--- src/rtl/rtc_alm_pkg.sv ---
package rtc_alm_pkg;

   localparam int WORD_W   = 32;
   localparam int EVT_MIN  = 5;
   localparam int FLD_N    = 5;
   localparam int ENTRY_W  = 4;

   // status / mask bit positions (write data is decoded by these)
   localparam int EV_UPD = 0;
   localparam int EV_ALM = 1;
   localparam int EV_SEC = 2;
   localparam int EV_TIM = 3;
   localparam int EV_CAL = 4;

   // readable bits of the alarm words
   localparam logic [WORD_W-1:0] TALM_KEEP = 32'h00BF_FFFF;
   localparam logic [WORD_W-1:0] CALM_KEEP = 32'hBF9F_0000;

   // compared fields: sec, min, hour, month, day of month
   localparam int FLD_LSB [FLD_N] = '{0, 8, 16, 16, 24};
   localparam int FLD_W   [FLD_N] = '{7, 7, 6, 5, 6};
   localparam int FLD_EN  [FLD_N] = '{7, 15, 23, 23, 31};
   localparam bit FLD_CAL [FLD_N] = '{1'b0, 1'b0, 1'b0, 1'b1, 1'b1};

   // entry-check flag positions
   localparam int BAD_TIME = 0;
   localparam int BAD_DATE = 1;
   localparam int BAD_TALM = 2;
   localparam int BAD_CALM = 3;

   function automatic logic bcd_ok(input logic [7:0] v,
                                   input logic [7:0] lo,
                                   input logic [7:0] hi);
      return (v[3:0] <= 4'd9) && (v >= lo) && (v <= hi);
   endfunction

endpackage

--- src/rtl/rtc_alm_cmp.sv ---
module rtc_alm_cmp
   import rtc_alm_pkg::*;
#(
   parameter int DATA_W = WORD_W
) (
   input  logic              clk_i,
   input  logic              rst_ni,
   input  logic [DATA_W-1:0] talm_i,
   input  logic [DATA_W-1:0] calm_i,
   input  logic [DATA_W-1:0] now_time_i,
   input  logic [DATA_W-1:0] now_date_i,
   output logic              hit_o
);

   logic [FLD_N-1:0] fld_en;
   logic [FLD_N-1:0] fld_eq;
   logic             match;
   logic             match_q;

   for (genvar g = 0; g < FLD_N; g++) begin : g_fld
      localparam int LSB = FLD_LSB[g];
      localparam int EN  = FLD_EN[g];
      localparam logic [DATA_W-1:0] MSK = (DATA_W'(1) << FLD_W[g]) - DATA_W'(1);
      logic [DATA_W-1:0] alm_f;
      logic [DATA_W-1:0] now_f;
      if (FLD_CAL[g]) begin : g_cal
         assign alm_f     = (calm_i >> LSB) & MSK;
         assign now_f     = (now_date_i >> LSB) & MSK;
         assign fld_en[g] = calm_i[EN];
      end else begin : g_tim
         assign alm_f     = (talm_i >> LSB) & MSK;
         assign now_f     = (now_time_i >> LSB) & MSK;
         assign fld_en[g] = talm_i[EN];
      end
      assign fld_eq[g] = (alm_f == now_f);
   end

   assign match = (|fld_en) && (&(fld_eq | ~fld_en));

   always_ff @(posedge clk_i or negedge rst_ni) begin
      if (!rst_ni) match_q <= 1'b0;
      else         match_q <= match;
   end

   assign hit_o = match & ~match_q;

endmodule

--- src/rtl/rtc_evt_status.sv ---
module rtc_evt_status #(
   parameter int NUM_EVT = 5
) (
   input  logic               clk_i,
   input  logic               rst_ni,
   input  logic [NUM_EVT-1:0] set_i,
   input  logic               clr_we_i,
   input  logic [NUM_EVT-1:0] clr_data_i,
   output logic [NUM_EVT-1:0] status_o
);

   for (genvar k = 0; k < NUM_EVT; k++) begin : g_bit
      logic st_q;
      always_ff @(posedge clk_i or negedge rst_ni) begin
         if (!rst_ni)                       st_q <= 1'b0;
         else if (set_i[k])                 st_q <= 1'b1;
         else if (clr_we_i && clr_data_i[k]) st_q <= 1'b0;
      end
      assign status_o[k] = st_q;
   end

endmodule

--- src/rtl/rtc_irq_mask.sv ---
module rtc_irq_mask #(
   parameter int NUM_EVT = 5
) (
   input  logic               clk_i,
   input  logic               rst_ni,
   input  logic               en_we_i,
   input  logic               dis_we_i,
   input  logic [NUM_EVT-1:0] data_i,
   input  logic [NUM_EVT-1:0] status_i,
   output logic [NUM_EVT-1:0] mask_o,
   output logic               irq_o
);

   for (genvar k = 0; k < NUM_EVT; k++) begin : g_bit
      logic m_q;
      always_ff @(posedge clk_i or negedge rst_ni) begin
         if (!rst_ni)                   m_q <= 1'b0;
         else if (en_we_i && data_i[k])  m_q <= 1'b1;
         else if (dis_we_i && data_i[k]) m_q <= 1'b0;
      end
      assign mask_o[k] = m_q;
   end

   assign irq_o = |(status_i & mask_o);

endmodule

--- src/rtl/rtc_entry_chk.sv ---
module rtc_entry_chk
   import rtc_alm_pkg::*;
(
   input  logic [WORD_W-1:0]  now_time_i,
   input  logic [WORD_W-1:0]  now_date_i,
   input  logic [WORD_W-1:0]  talm_i,
   input  logic [WORD_W-1:0]  calm_i,
   output logic [ENTRY_W-1:0] bad_o
);

   logic unused_bits;
   assign unused_bits = ^{now_time_i[31:22], now_time_i[15], now_time_i[7],
                          now_date_i[31:30], now_date_i[15:0],
                          talm_i[31:24], talm_i[22], calm_i[30],
                          calm_i[22:21], calm_i[15:0]};

   function automatic logic time_ok(input logic [WORD_W-1:0] w,
                                    input logic [2:0] en);
      logic s_ok, m_ok, h_ok;
      s_ok = bcd_ok({1'b0, w[6:0]},   8'h00, 8'h59);
      m_ok = bcd_ok({1'b0, w[14:8]},  8'h00, 8'h59);
      h_ok = bcd_ok({2'b0, w[21:16]}, 8'h00, 8'h23);
      return (s_ok || !en[0]) && (m_ok || !en[1]) && (h_ok || !en[2]);
   endfunction

   function automatic logic date_ok(input logic [WORD_W-1:0] w,
                                    input logic [1:0] en);
      logic mo_ok, dm_ok;
      mo_ok = bcd_ok({3'b0, w[20:16]}, 8'h01, 8'h12);
      dm_ok = bcd_ok({2'b0, w[29:24]}, 8'h01, 8'h31);
      return (mo_ok || !en[0]) && (dm_ok || !en[1]);
   endfunction

   always_comb begin
      bad_o           = '0;
      bad_o[BAD_TIME] = !time_ok(now_time_i, 3'b111);
      bad_o[BAD_DATE] = !date_ok(now_date_i, 2'b11) ||
                        (now_date_i[23:21] == 3'd0);
      bad_o[BAD_TALM] = !time_ok(talm_i, {talm_i[23], talm_i[15], talm_i[7]});
      bad_o[BAD_CALM] = !date_ok(calm_i, {calm_i[31], calm_i[23]});
   end

endmodule

--- src/rtl/rtc_alarm_irq_unit.sv ---
module rtc_alarm_irq_unit
   import rtc_alm_pkg::*;
#(
   parameter int DATA_W  = 32,
   parameter int NUM_EVT = 5
) (
   input  logic               clk_i,
   input  logic               rst_ni,
   input  logic [DATA_W-1:0]  now_time_i,
   input  logic [DATA_W-1:0]  now_date_i,
   input  logic               upd_ack_i,
   input  logic               sec_evt_i,
   input  logic               time_evt_i,
   input  logic               cal_evt_i,
   input  logic               talm_we_i,
   input  logic               calm_we_i,
   input  logic               stat_clr_we_i,
   input  logic               irq_en_we_i,
   input  logic               irq_dis_we_i,
   input  logic [DATA_W-1:0]  wdata_i,
   output logic [DATA_W-1:0]  talm_o,
   output logic [DATA_W-1:0]  calm_o,
   output logic [NUM_EVT-1:0] status_o,
   output logic [NUM_EVT-1:0] mask_o,
   output logic               irq_o,
   output logic [ENTRY_W-1:0] bad_entry_o
);

   if (DATA_W != WORD_W) begin : g_bad_width
      $error("rtc_alarm_irq_unit: DATA_W must equal the packed word width");
   end
   if (NUM_EVT < EVT_MIN || NUM_EVT > DATA_W) begin : g_bad_evt
      $error("rtc_alarm_irq_unit: NUM_EVT out of range");
   end

   logic [DATA_W-1:0]  talm_q;
   logic [DATA_W-1:0]  calm_q;
   logic               alm_hit;
   logic [NUM_EVT-1:0] evt_set;

   always_ff @(posedge clk_i or negedge rst_ni) begin
      if (!rst_ni) begin
         talm_q <= '0;
         calm_q <= '0;
      end else begin
         if (talm_we_i) talm_q <= wdata_i & TALM_KEEP;
         if (calm_we_i) calm_q <= wdata_i & CALM_KEEP;
      end
   end

   rtc_alm_cmp #(.DATA_W(DATA_W)) cmp_i (
      .clk_i      (clk_i),
      .rst_ni     (rst_ni),
      .talm_i     (talm_q),
      .calm_i     (calm_q),
      .now_time_i (now_time_i),
      .now_date_i (now_date_i),
      .hit_o      (alm_hit)
   );

   always_comb begin
      evt_set         = '0;
      evt_set[EV_UPD] = upd_ack_i;
      evt_set[EV_ALM] = alm_hit;
      evt_set[EV_SEC] = sec_evt_i;
      evt_set[EV_TIM] = time_evt_i;
      evt_set[EV_CAL] = cal_evt_i;
   end

   rtc_evt_status #(.NUM_EVT(NUM_EVT)) stat_i (
      .clk_i      (clk_i),
      .rst_ni     (rst_ni),
      .set_i      (evt_set),
      .clr_we_i   (stat_clr_we_i),
      .clr_data_i (wdata_i[NUM_EVT-1:0]),
      .status_o   (status_o)
   );

   rtc_irq_mask #(.NUM_EVT(NUM_EVT)) mask_i (
      .clk_i    (clk_i),
      .rst_ni   (rst_ni),
      .en_we_i  (irq_en_we_i),
      .dis_we_i (irq_dis_we_i),
      .data_i   (wdata_i[NUM_EVT-1:0]),
      .status_i (status_o),
      .mask_o   (mask_o),
      .irq_o    (irq_o)
   );

   rtc_entry_chk chk_entry_i (
      .now_time_i (now_time_i),
      .now_date_i (now_date_i),
      .talm_i     (talm_q),
      .calm_i     (calm_q),
      .bad_o      (bad_entry_o)
   );

   assign talm_o = talm_q;
   assign calm_o = calm_q;

endmodule

--- config.mk ---
export PLATFORM = sky130hd
export DESIGN_NAME = rtc_alarm_irq_unit
export DESIGN_NICKNAME = d
export VERILOG_FILES = /design/src/rtl/rtc_alm_pkg.sv /design/src/rtl/rtc_alm_cmp.sv /design/src/rtl/rtc_evt_status.sv /design/src/rtl/rtc_irq_mask.sv /design/src/rtl/rtc_entry_chk.sv /design/src/rtl/rtc_alarm_irq_unit.sv
export SDC_FILE = /design/constraint.sdc
export NUM_CORES = 1
export LEC_CHECK = 0
export BUFFER_PORTS_ARGS = -buffer_cell sky130_fd_sc_hd__buf_2
export CORE_ASPECT_RATIO = 1.1
export CORE_MARGIN = 2
export CORE_UTILIZATION = 38
export CTS_BUF_LIST = sky130_fd_sc_hd__clkbuf_8
export CTS_CLUSTER_SIZE = 16
export DETAILED_ROUTE_END_ITERATION = 10
export PLACE_DENSITY_LB_ADDON = 0.05
export SLEW_MARGIN = 5
export SYNTH_ARGS = -nofsm -noshare
export SYNTH_HDL_FRONTEND = slang
export SYNTH_SLANG_ARGS = --single-unit
export TNS_END_PERCENT = 100
--- constraint.sdc ---
create_clock -name clk_i -period 1.2 [get_ports clk_i]
set_input_delay 0.12 -clock clk_i [delete_from_list [all_inputs] [get_ports clk_i]]
set_output_delay 0.12 -clock clk_i [all_outputs]
set_load 0.1 [all_outputs]
==> impl_metrics.json <==
{
  "final_area_um2": 4982,
  "fmax_ghz": 0.5204,
  "criticalPathCategory": "flip-flop to output port",
  "finalWorstSetupSlack_ps": -721.8,
  "postRouteAntennaNets": 0,
  "grt-ovfl-total": 0,
  "synthDominantCellAreaShare": 0.4463,
  "critPathMaxFanout": 2,
  "grt_pass1_vias": 2562,
  "cts_buffer_depth": 2,
  "hp-class": "input port to flip-flop",
  "dr.first_iter.drc_count": 67,
  "cap_violations": 0,
  "status": "complete, but fails checks",
  "grt_first_pass_wirelength_mm": 12.61,
  "vdd_drop_max_v": 0.0009936,
  "rows": 31,
  "cts_inserted_buffers": 5,
  "postSynth.topFlopCell": "dfrtp_1",
  "htree_levels": 2,
  "synth_common_cells": "dfrtp_1 (47), buf_4 (38), mux2_2 (36)",
  "skew_ps": 6.068,
  "die_area_um2": 7617,
  "p_leak_uw": 0.002294,
  "async_flop_share": 1.000,
  "gr-usage-all-layers": 0.2062,
  "grt_antenna_before_repair": 0,
  "cp_num_buf_inv": 1,
  "die_height_um": 91.34,
  "nets": 539,
  "cpLargestDelayFamily": "simple AND/OR/NAND/NOR gates",
  "coreArea_um2": 6633,
  "yosysTopAreaCell": "dfrtp_1",
  "seq_area_um2": 1274,
  "num_antenna_cells": 0,
  "cts_tree": "done",
  "synth_cells": 234,
  "synth_seq_cells": 47,
  "min_period_ps": 1922,
  "switching_share": 0.4368,
  "start_util": 0.3973,
  "fillers": 455,
  "setup_viol": 18,
  "cpPeakStageDelay_ps": 520,
  "drc": 0,
  "hpwl_mm": 5.788,
  "cts_root_buffer": "clkbuf_8",
  "drt_wl_total_mm": 7.521,
  "crit_chain": "or4_1 > mux2i_1 > o21ai_2 > nand2_4 > buf_12",
  "regToRegSetupSlack_ps": -450,
  "finalCritPeriodShare": 1.601,
  "wire_per_inst_um": 14.60,
  "area_growth_pct": 89.08,
  "placed_area_um2": 4492,
  "die_x_um": 83.40,
  "port-buffer-count": 125,
  "syn-cell-area_um2": 2635,
  "cp_slowest_cell": "or4_1",
  "via_per_inst": 4.701,
  "vias": 2421,
  "synth.area.top_cells": "dfrtp_1 (45%), mux2_2 (15%), buf_4 (11%)",
  "p_sw_uw": 3042,
  "layout-drive-gt1-share": 0.6928,
  "pre_cts_slack_ps": -428.7,
  "p_clk_frac": 0.172,
  "violations": "negative setup slack",
  "holdWs_ps": 5.877,
  "grt_max_degree": 48,
  "ys_seq_area_frac": 0.4463,
  "synth.most_common_cell": "dfrtp_1",
  "seqPwrFrac": 0.281,
  "synth-edff-count": 0,
  "required_ps": 1080,
  "combPwrFrac": 0.547,
  "slew_viol_final": 0,
  "hold_viol_final": 0,
  "powerDensity_nw_per_um2": 1398,
  "cp-end-kind": "output port",
  "p_int_uw": 3924,
  "tns_ps": -2606,
  "gp_congestion": 0.8251,
  "multi_input_area_um2": 1369,
  "arrival_ps": 1800,
  "syn_avg_cell_area_um2": 11.26,
  "firstDrtPassIters": 4,
  "num_io_pins": 186,
  "worstSkewPairLatency_ps": 290,
  "clk_pin_slew_ps": 90,
  "crit_path_start_kind": "flip-flop",
  "ys_warn_count": 0,
  "cts_sinks": 47,
  "rsz0062_at_grt": "yes",
  "synth_cell_types": 32
}
## kinds of logic (layout without fill, tap and decap cells)
logic type / Yosys count / after routing / synth area share
buf+inv: 41 / 213 / 0.1140
simple gates: 40 / 40 / 0.07123
compound gates: 36 / 36 / 0.1026
other cells: 1 / 28 / 0.001423
flops: 47 / 47 / 0.4463
xor+xnor: 31 / 31 / 0.1030
mux: 37 / 37 / 0.1576
fa+ha+maj: 1 / 1 / 0.003799
## layer usage
layer / share of wire / global-route usage
met5: 0 / 0
met4: 0.013 / 0.06011
met3: 0.070 / 0.05455
met2: 0.50 / 0.3401
met1: 0.41 / 0.2663
## flip-flops by register name, indices dropped and copies added, names as in the netlist
signal and count:
talm_o 23, cmp_i.match_q 1, mask_i.g_bit.m_q 5, calm_o 13
stat_i.g_bit.st_q 5
## final timing paths
path,from,to,depth (start not counted)
min,cal_evt_i,stat_i.g_bit[4].st_q,2
max,calm_o[18],bad_entry_o[3],5
min reg2reg,cmp_i.match_q,stat_i.g_bit[1].st_q,1
max reg2reg,calm_o[29],stat_i.g_bit[1].st_q,7
min in group asynchronous,rst_ni,calm_o[27],3
max in group asynchronous,rst_ni,talm_o[21],3
## area by class of cell
type,instances,share of cell area
multi-input combinational,173,0.2747
clock inverter,2,0.007032
tap,82,0.02059
clock buffer,6,0.01657
sequential,47,0.2557
timing repair buffer,205,0.4254
## power groups by stage
stage	logic (µW)	clock network [µW]	registers [µW]
4_1_cts	3730	1240	1960
2_1_floorplan	1350	0	2890
6_report	3810	1200	1960
3_5_place_dp	3580	0	1970
3_3_place_gp	3560	0	1960
5_1_grt	3950	1300	1990
## metrics by stage
step | std cells | total power [µW] | utilization
6_report | 515 | 6966 | 0.7512
5_1_grt | 515 | 7241 | 0.7512
4_1_cts | 502 | 6927 | 0.7291
3_5_place_dp | 487 | 5552 | 0.6772
3_3_place_gp | 487 | 5528 | 0.6772
2_1_floorplan | 261 | 4247 | -
## layout by cell type, fill, tap and decap left out, drive strengths merged, types with 3 or more instances in the layout
cell / instances
nor4: 3
nand4: 7
dfrtp: 47
nand2: 21
buf: 202
dlygate4sd3: 3
a22oi: 3
nor2: 3
clkbuf: 6
a22o: 5
conb: 28
mux2: 36
o31ai: 3
xor2: 10
a21o: 4
o21ai: 8
xnor2: 21
## what timing repair did
action / CTS / global route
setup buffers: 5 / 19
setup endpoints to repair: 27 / 35
hold buffers: 3 / 0
hold endpoints to repair: 49 / 0
resized for setup: 40 / 18
pin swaps: 7 / 7
No activity file was read; power rests on OpenSTA's default activity.
